==> src/rtl/lpc_pkg.sv <==
package lpc_pkg;
  typedef enum logic [1:0] {
    LP_RUN   = 2'd0,
    LP_GRANT = 2'd1,
    LP_SLEEP = 2'd2
  } lp_state_e;
endpackage

==> src/rtl/lpc_sync.sv <==
module lpc_sync #(
  parameter int   STAGES  = 2,
  parameter logic RST_VAL = 1'b1
) (
  input  logic clk,
  input  logic rst_n,
  input  logic d,
  output logic q
);
  logic [STAGES-1:0] chain_q;

  generate
    if (STAGES == 1) begin : g_one
      always_ff @(posedge clk or negedge rst_n) begin
        if (!rst_n) chain_q <= RST_VAL;
        else        chain_q <= d;
      end
    end else begin : g_many
      always_ff @(posedge clk or negedge rst_n) begin
        if (!rst_n) chain_q <= {STAGES{RST_VAL}};
        else        chain_q <= {chain_q[STAGES-2:0], d};
      end
    end
  endgenerate

  assign q = chain_q[STAGES-1];
endmodule

==> src/rtl/lpc_fsm.sv <==
module lpc_fsm
  import lpc_pkg::*;
(
  input  logic      clk,
  input  logic      rst_n,
  input  logic      stop_act,
  input  logic      sleep_act,
  output lp_state_e state_q,
  output logic      ack_q
);
  lp_state_e state_d;
  logic      ack_d;

  always_comb begin
    state_d = state_q;
    unique case (state_q)
      LP_RUN:   if (stop_act) state_d = LP_GRANT;
      LP_GRANT: begin
        if (!stop_act)      state_d = LP_RUN;
        else if (sleep_act) state_d = LP_SLEEP;
      end
      LP_SLEEP: if (!sleep_act) state_d = LP_GRANT;
      default:  state_d = LP_RUN;
    endcase
    ack_d = (state_q == LP_RUN) && (state_d == LP_GRANT);
  end

  always_ff @(posedge clk or negedge rst_n) begin
    if (!rst_n) begin
      state_q <= LP_RUN;
      ack_q   <= 1'b0;
    end else begin
      state_q <= state_d;
      ack_q   <= ack_d;
    end
  end

  a_r3_ack_on_entry: assert property (@(posedge clk) disable iff (!rst_n)
    ack_q |-> (state_q == LP_GRANT && $past(state_q) == LP_RUN));
  a_r3_ack_single: assert property (@(posedge clk) disable iff (!rst_n)
    ack_q |=> !ack_q);
  a_r6_no_ack_from_sleep: assert property (@(posedge clk) disable iff (!rst_n)
    ($past(state_q) == LP_SLEEP && state_q == LP_GRANT) |-> !ack_q);
  a_r7_sleep_holds: assert property (@(posedge clk) disable iff (!rst_n)
    ($past(state_q) == LP_SLEEP && $past(sleep_act)) |-> state_q == LP_SLEEP);
  a_r9_sleep_via_grant: assert property (@(posedge clk) disable iff (!rst_n)
    (state_q == LP_SLEEP && $past(state_q) != LP_SLEEP) |-> $past(state_q) == LP_GRANT);
endmodule

==> src/rtl/lpc_outdec.sv <==
module lpc_outdec
  import lpc_pkg::*;
(
  input  lp_state_e state,
  output logic      core_en,
  output logic      bus_en,
  output logic      apic_en,
  output logic      snoop_en,
  output logic      intr_en
);
  always_comb begin
    core_en  = 1'b0;
    bus_en   = 1'b0;
    apic_en  = 1'b0;
    snoop_en = 1'b0;
    intr_en  = 1'b0;
    unique case (state)
      LP_RUN: begin
        core_en  = 1'b1;
        bus_en   = 1'b1;
        apic_en  = 1'b1;
        snoop_en = 1'b1;
        intr_en  = 1'b1;
      end
      LP_GRANT: begin
        bus_en   = 1'b1;
        apic_en  = 1'b1;
        snoop_en = 1'b1;
        intr_en  = 1'b1;
      end
      default: ;
    endcase
  end
endmodule

==> src/rtl/pwr_state_ctrl.sv <==
module pwr_state_ctrl
  import lpc_pkg::*;
#(
  parameter int SYNC_STAGES = 2
) (
  input  logic clk,
  input  logic rst_n,
  input  logic stop_req_n,
  input  logic sleep_req_n,
  output logic core_clk_en,
  output logic bus_clk_en,
  output logic apic_clk_en,
  output logic sg_ack_req,
  output logic snoop_ok,
  output logic intr_ok
);
  logic      stop_n_s;
  logic      sleep_n_s;
  lp_state_e state;

  lpc_sync #(.STAGES(SYNC_STAGES), .RST_VAL(1'b1)) u_sync_stop (
    .clk(clk), .rst_n(rst_n), .d(stop_req_n), .q(stop_n_s)
  );
  lpc_sync #(.STAGES(SYNC_STAGES), .RST_VAL(1'b1)) u_sync_sleep (
    .clk(clk), .rst_n(rst_n), .d(sleep_req_n), .q(sleep_n_s)
  );

  lpc_fsm u_fsm (
    .clk(clk), .rst_n(rst_n),
    .stop_act(~stop_n_s), .sleep_act(~sleep_n_s),
    .state_q(state), .ack_q(sg_ack_req)
  );

  lpc_outdec u_dec (
    .state(state),
    .core_en(core_clk_en), .bus_en(bus_clk_en), .apic_en(apic_clk_en),
    .snoop_en(snoop_ok), .intr_en(intr_ok)
  );

  a_r12_bus_drop_after_core: assert property (@(posedge clk) disable iff (!rst_n)
    $fell(bus_clk_en) |-> !$past(core_clk_en));
  a_r12_core_wakes_with_bus: assert property (@(posedge clk) disable iff (!rst_n)
    $rose(core_clk_en) |-> $past(bus_clk_en) && bus_clk_en && apic_clk_en);
  a_r4_ack_in_grant: assert property (@(posedge clk) disable iff (!rst_n)
    sg_ack_req |-> (!core_clk_en && bus_clk_en && snoop_ok && intr_ok));
endmodule

==> config.mk <==
export PLATFORM = sky130hd
export DESIGN_NAME = pwr_state_ctrl
export DESIGN_NICKNAME = d
export VERILOG_FILES = /design/src/rtl/lpc_pkg.sv /design/src/rtl/lpc_sync.sv /design/src/rtl/lpc_fsm.sv /design/src/rtl/lpc_outdec.sv /design/src/rtl/pwr_state_ctrl.sv
export SDC_FILE = /design/constraint.sdc
export NUM_CORES = 1
export LEC_CHECK = 0
export ABC_AREA = 1
export CORE_AREA = 3 3 40 42
export DETAILED_ROUTE_END_ITERATION = 12
export DIE_AREA = 0 0 43 45
export DONT_BUFFER_PORTS = 1
export PLACE_DENSITY = 0.31
export SLEW_MARGIN = 30
export SYNTH_ARGS = -nofsm -noshare
export SYNTH_HDL_FRONTEND = slang
export SYNTH_SLANG_ARGS = --single-unit
==> constraint.sdc <==
create_clock -name clk -period 0.8 [get_ports clk]
set_input_delay 0.12 -clock clk [delete_from_list [all_inputs] [get_ports clk]]
set_output_delay 0.12 -clock clk [all_outputs]
set_load 0.01 [all_outputs]
==> flow_summary.toml <==
[setup_path]
timing.critical_path.max_delay_family = "flip-flops"
worstSetupPathType = "reg2out"
worst_path_max_delay_cell = "sky130_fd_sc_hd__dfrtp_1"
r2r.worst_path.cells = 4
cp_cell_sequence = "nor2_2 > buf_4"
critical_path_required_time_ns = 0.68
endpoint_kind = "output port"
start_kind = "flip-flop"
crit_fanout = 3
rr_startpoint = "u_fsm.state_q[1]"
critPathLaunch = "u_fsm.state_q[1]"
cp.depth = 2
data_arrival_critical_path_ns = 0.91
path_buf_inv = 1
max_stage_delay_ns = 0.40

[sta]
clock-skew-final_ns = 0.00602
min_period_ns = 1.03
finalSetupViolCount = 7
finalMaxSlewViolations = 0
finalWorstSetupSlack_ns = -0.230
worst-slew-pin-transition_ns = 0.314
rsz0062_at_grt = "true"
period_share_pct = 129
final_hold_viol_count = 0
slew_headroom_pct = 79.0
fmax_mhz = 971

[detailed_routing]
drt_wl_total_microns = 383
remaining_drc_errors = 0
wire_per_inst_microns = 8.70
drtPass1Iterations = 2
drt_first_iter_violations = 1
ant_nets = 0
avgViaCountPerCell = 3.55
via_count = 156

[finish]
layout_overhead_on_the_synthesized_area_pct = 43.9
layout-drive-gt1-share_pct = 55.2
final_cell_count_no_fill = 44
filler_cell_count = 139
antennaDiodeCount = 0
fin_util_pct = 27.5
final_nets = 34

[logic_synthesis]
post_synth_num_cell_types = 8
synthesized_area_fraction_occupied_by_ao_oa_aoi_and_oai_cells_pct = 3.06
postSynthAreaPerCell_sq_um = 12.3
synth-seq-area-share_pct = 73.5
yosys.area_share.simple_pct = 12.8
synth_mux_area_share_pct = 0
synth_top_family_by_area = "simple AND/OR/NAND/NOR gates"
synth_area_sq_um = 245
post_synth_fa_ha_maj_area_fraction_pct = 0
yosys_warnings = 0
postSynthCellCount = 20
flip_flop_and_latch_count_after_synthesis = 7
synth_xor_xnor_area_share_pct = 0
synthesis.nets = 24

[pwr]
netSwitchingPower_uw = 206
leakagePower_nw = 0.161
power_density_nw_per_um2 = 2440
max-vdd-ir-drop_uv = 1290
power.switching_fraction_pct = 23.9
share_comb_of_total_power_pct = 16.2
internal_power_uw = 656
pwr-share-clk_pct = 36.1
seq_power_share_pct = 47.7

[clock_network]
cts_htree_levels = 1
root_buffer_master = "sky130_fd_sc_hd__clkbuf_4"
tritoncts = "built"
clock_sink_count = 7
cts_inserted_buffers = 3
clock_latency_ns = 0.25
cts-root-to-sink-buffers = 2
clk_pin_slew_ns = 0.05

[placement]
dp_cells = 34
post_place_worst_slack_ns = 0.00636
gp_routability_congestion = 0.548
placement.io_buffers = 0
dpl.hpwl_microns = 248

[global_routing]
grt_max_degree = 8
global_route.overflow_total = 0
grt_use_total_pct = 5.38
via_count_of_the_first_global_routing_pass = 168
grt_first_pass_wirelength_microns = 696
initial_antenna_violation_count = 0

[floorplanning]
floorplan.io_pins = 10
start_util_pct = 19.1
floorplan.die_area_sq_um = 1940
core_area_sq_um = 1280
die_h_microns = 45
floorplan.die.width_microns = 43
number_of_placement_rows = 13

[min_path]
min_path_type = "in2async"

[flow_run]
timing.max_cap.violations = 0

[run_status]
run_status = "complete, but fails checks"
failed_checks = "setup timing"
## power by group through the flow
stage | Combinational, mW | Sequential, mW | Clock [mW]
2_1_floorplan | 0.0664 | 0.417 | 0
3_3_place_gp | 0.0734 | 0.421 | 0
3_5_place_dp | 0.0734 | 0.421 | 0
4_1_cts | 0.119 | 0.410 | 0.331
5_1_grt | 0.153 | 0.416 | 0.354
6_report | 0.140 | 0.411 | 0.311
## metrics by stage
step / hold slack (ns) / power, mW / setup TNS (ns) / area, sq um
after global placement: -0.175 / 0.494 / 0 / 259
after CTS: 0.201 / 0.860 / -1.05 / 334
after detailed placement: -0.175 / 0.495 / 0 / 259
final: 0.197 / 0.862 / -1.03 / 353
after global routing: 0.210 / 0.923 / -1.42 / 353
after floorplan: -0.176 / 0.483 / 0 / 248
## cells in the final DEF (no fill, tap or decap)
master,n
sky130_fd_sc_hd__buf_4,4
sky130_fd_sc_hd__o21bai_1,1
sky130_fd_sc_hd__nor2_1,2
sky130_fd_sc_hd__dfrtp_1,3
sky130_fd_sc_hd__clkbuf_4,3
sky130_fd_sc_hd__dfstp_2,4
sky130_fd_sc_hd__inv_2,1
sky130_fd_sc_hd__nor2_2,2
sky130_fd_sc_hd__dlygate4sd3_1,3
sky130_fd_sc_hd__buf_8,1
sky130_fd_sc_hd__clkbuf_1,1
sky130_fd_sc_hd__nand2_1,3
sky130_fd_sc_hd__nor3_2,1
## final timing paths
check                                         end  slack [ns]
setup reg to reg                 u_fsm.state_q[0]       -0.05
min in group clk           u_sync_stop.chain_q[1]        0.35
hold / removal                   u_fsm.state_q[0]        0.20
setup / recovery                      core_clk_en       -0.23
hold reg to reg            u_sync_stop.chain_q[1]        0.35
max in group asynchronous  u_sync_stop.chain_q[0]        0.31
## flip-flops by register name (all words and copies together) (netlist names)
signal                cells
u_fsm.ack_q               1
u_fsm.state_q             2
u_sync_sleep.chain_q      2
u_sync_stop.chain_q       2
## synth_stat cells, drive strengths merged
cell type | instances | area (sq um)
nor3 | 1 | 5.00
nand2 | 3 | 11.3
nor2 | 4 | 15.0
dfrtp | 3 | 75.1
o21bai | 1 | 7.51
inv | 1 | 3.75
dfstp | 4 | 105
buf | 3 | 22.5
## routing by layer
metal / vias up / global-route usage, % / share of wire, %
met5: - / 0 / 0
met4: 0 / 1.81 / 0
met3: 0 / 6.37 / 17
met1: 69 / 4.70 / 41
li1: 75 / - / -
met2: 12 / 7.78 / 42
## kinds of logic after synthesis
| logic type | after synthesis |
|---|---|
| buffers and inverters | 4 |
| AOI/OAI and AO/OA | 1 |
| and+or+nand+nor | 8 |
| DFF | 7 |
## area by class of cell
cell class / count / area, sq um / area share (%)
Clock buffer: 4 / 26.3 / 7.45
Multi-Input combinational cell: 9 / 48.8 / 13.8
Timing Repair Buffer: 8 / 75.1 / 21.3
Inverter: 1 / 3.75 / 1.06
Tap cell: 15 / 18.8 / 5.32
Sequential cell: 7 / 180 / 51.1
## timing repair
action	CTS	global route
hold buffers	3	0
gates resized for setup	1	3
endpoints found under the setup margin	5	8
buffers inserted	2	1
hold endpoints to repair	9	0
pin swaps	1	2
No activity file was read; power rests on OpenSTA's default activity.
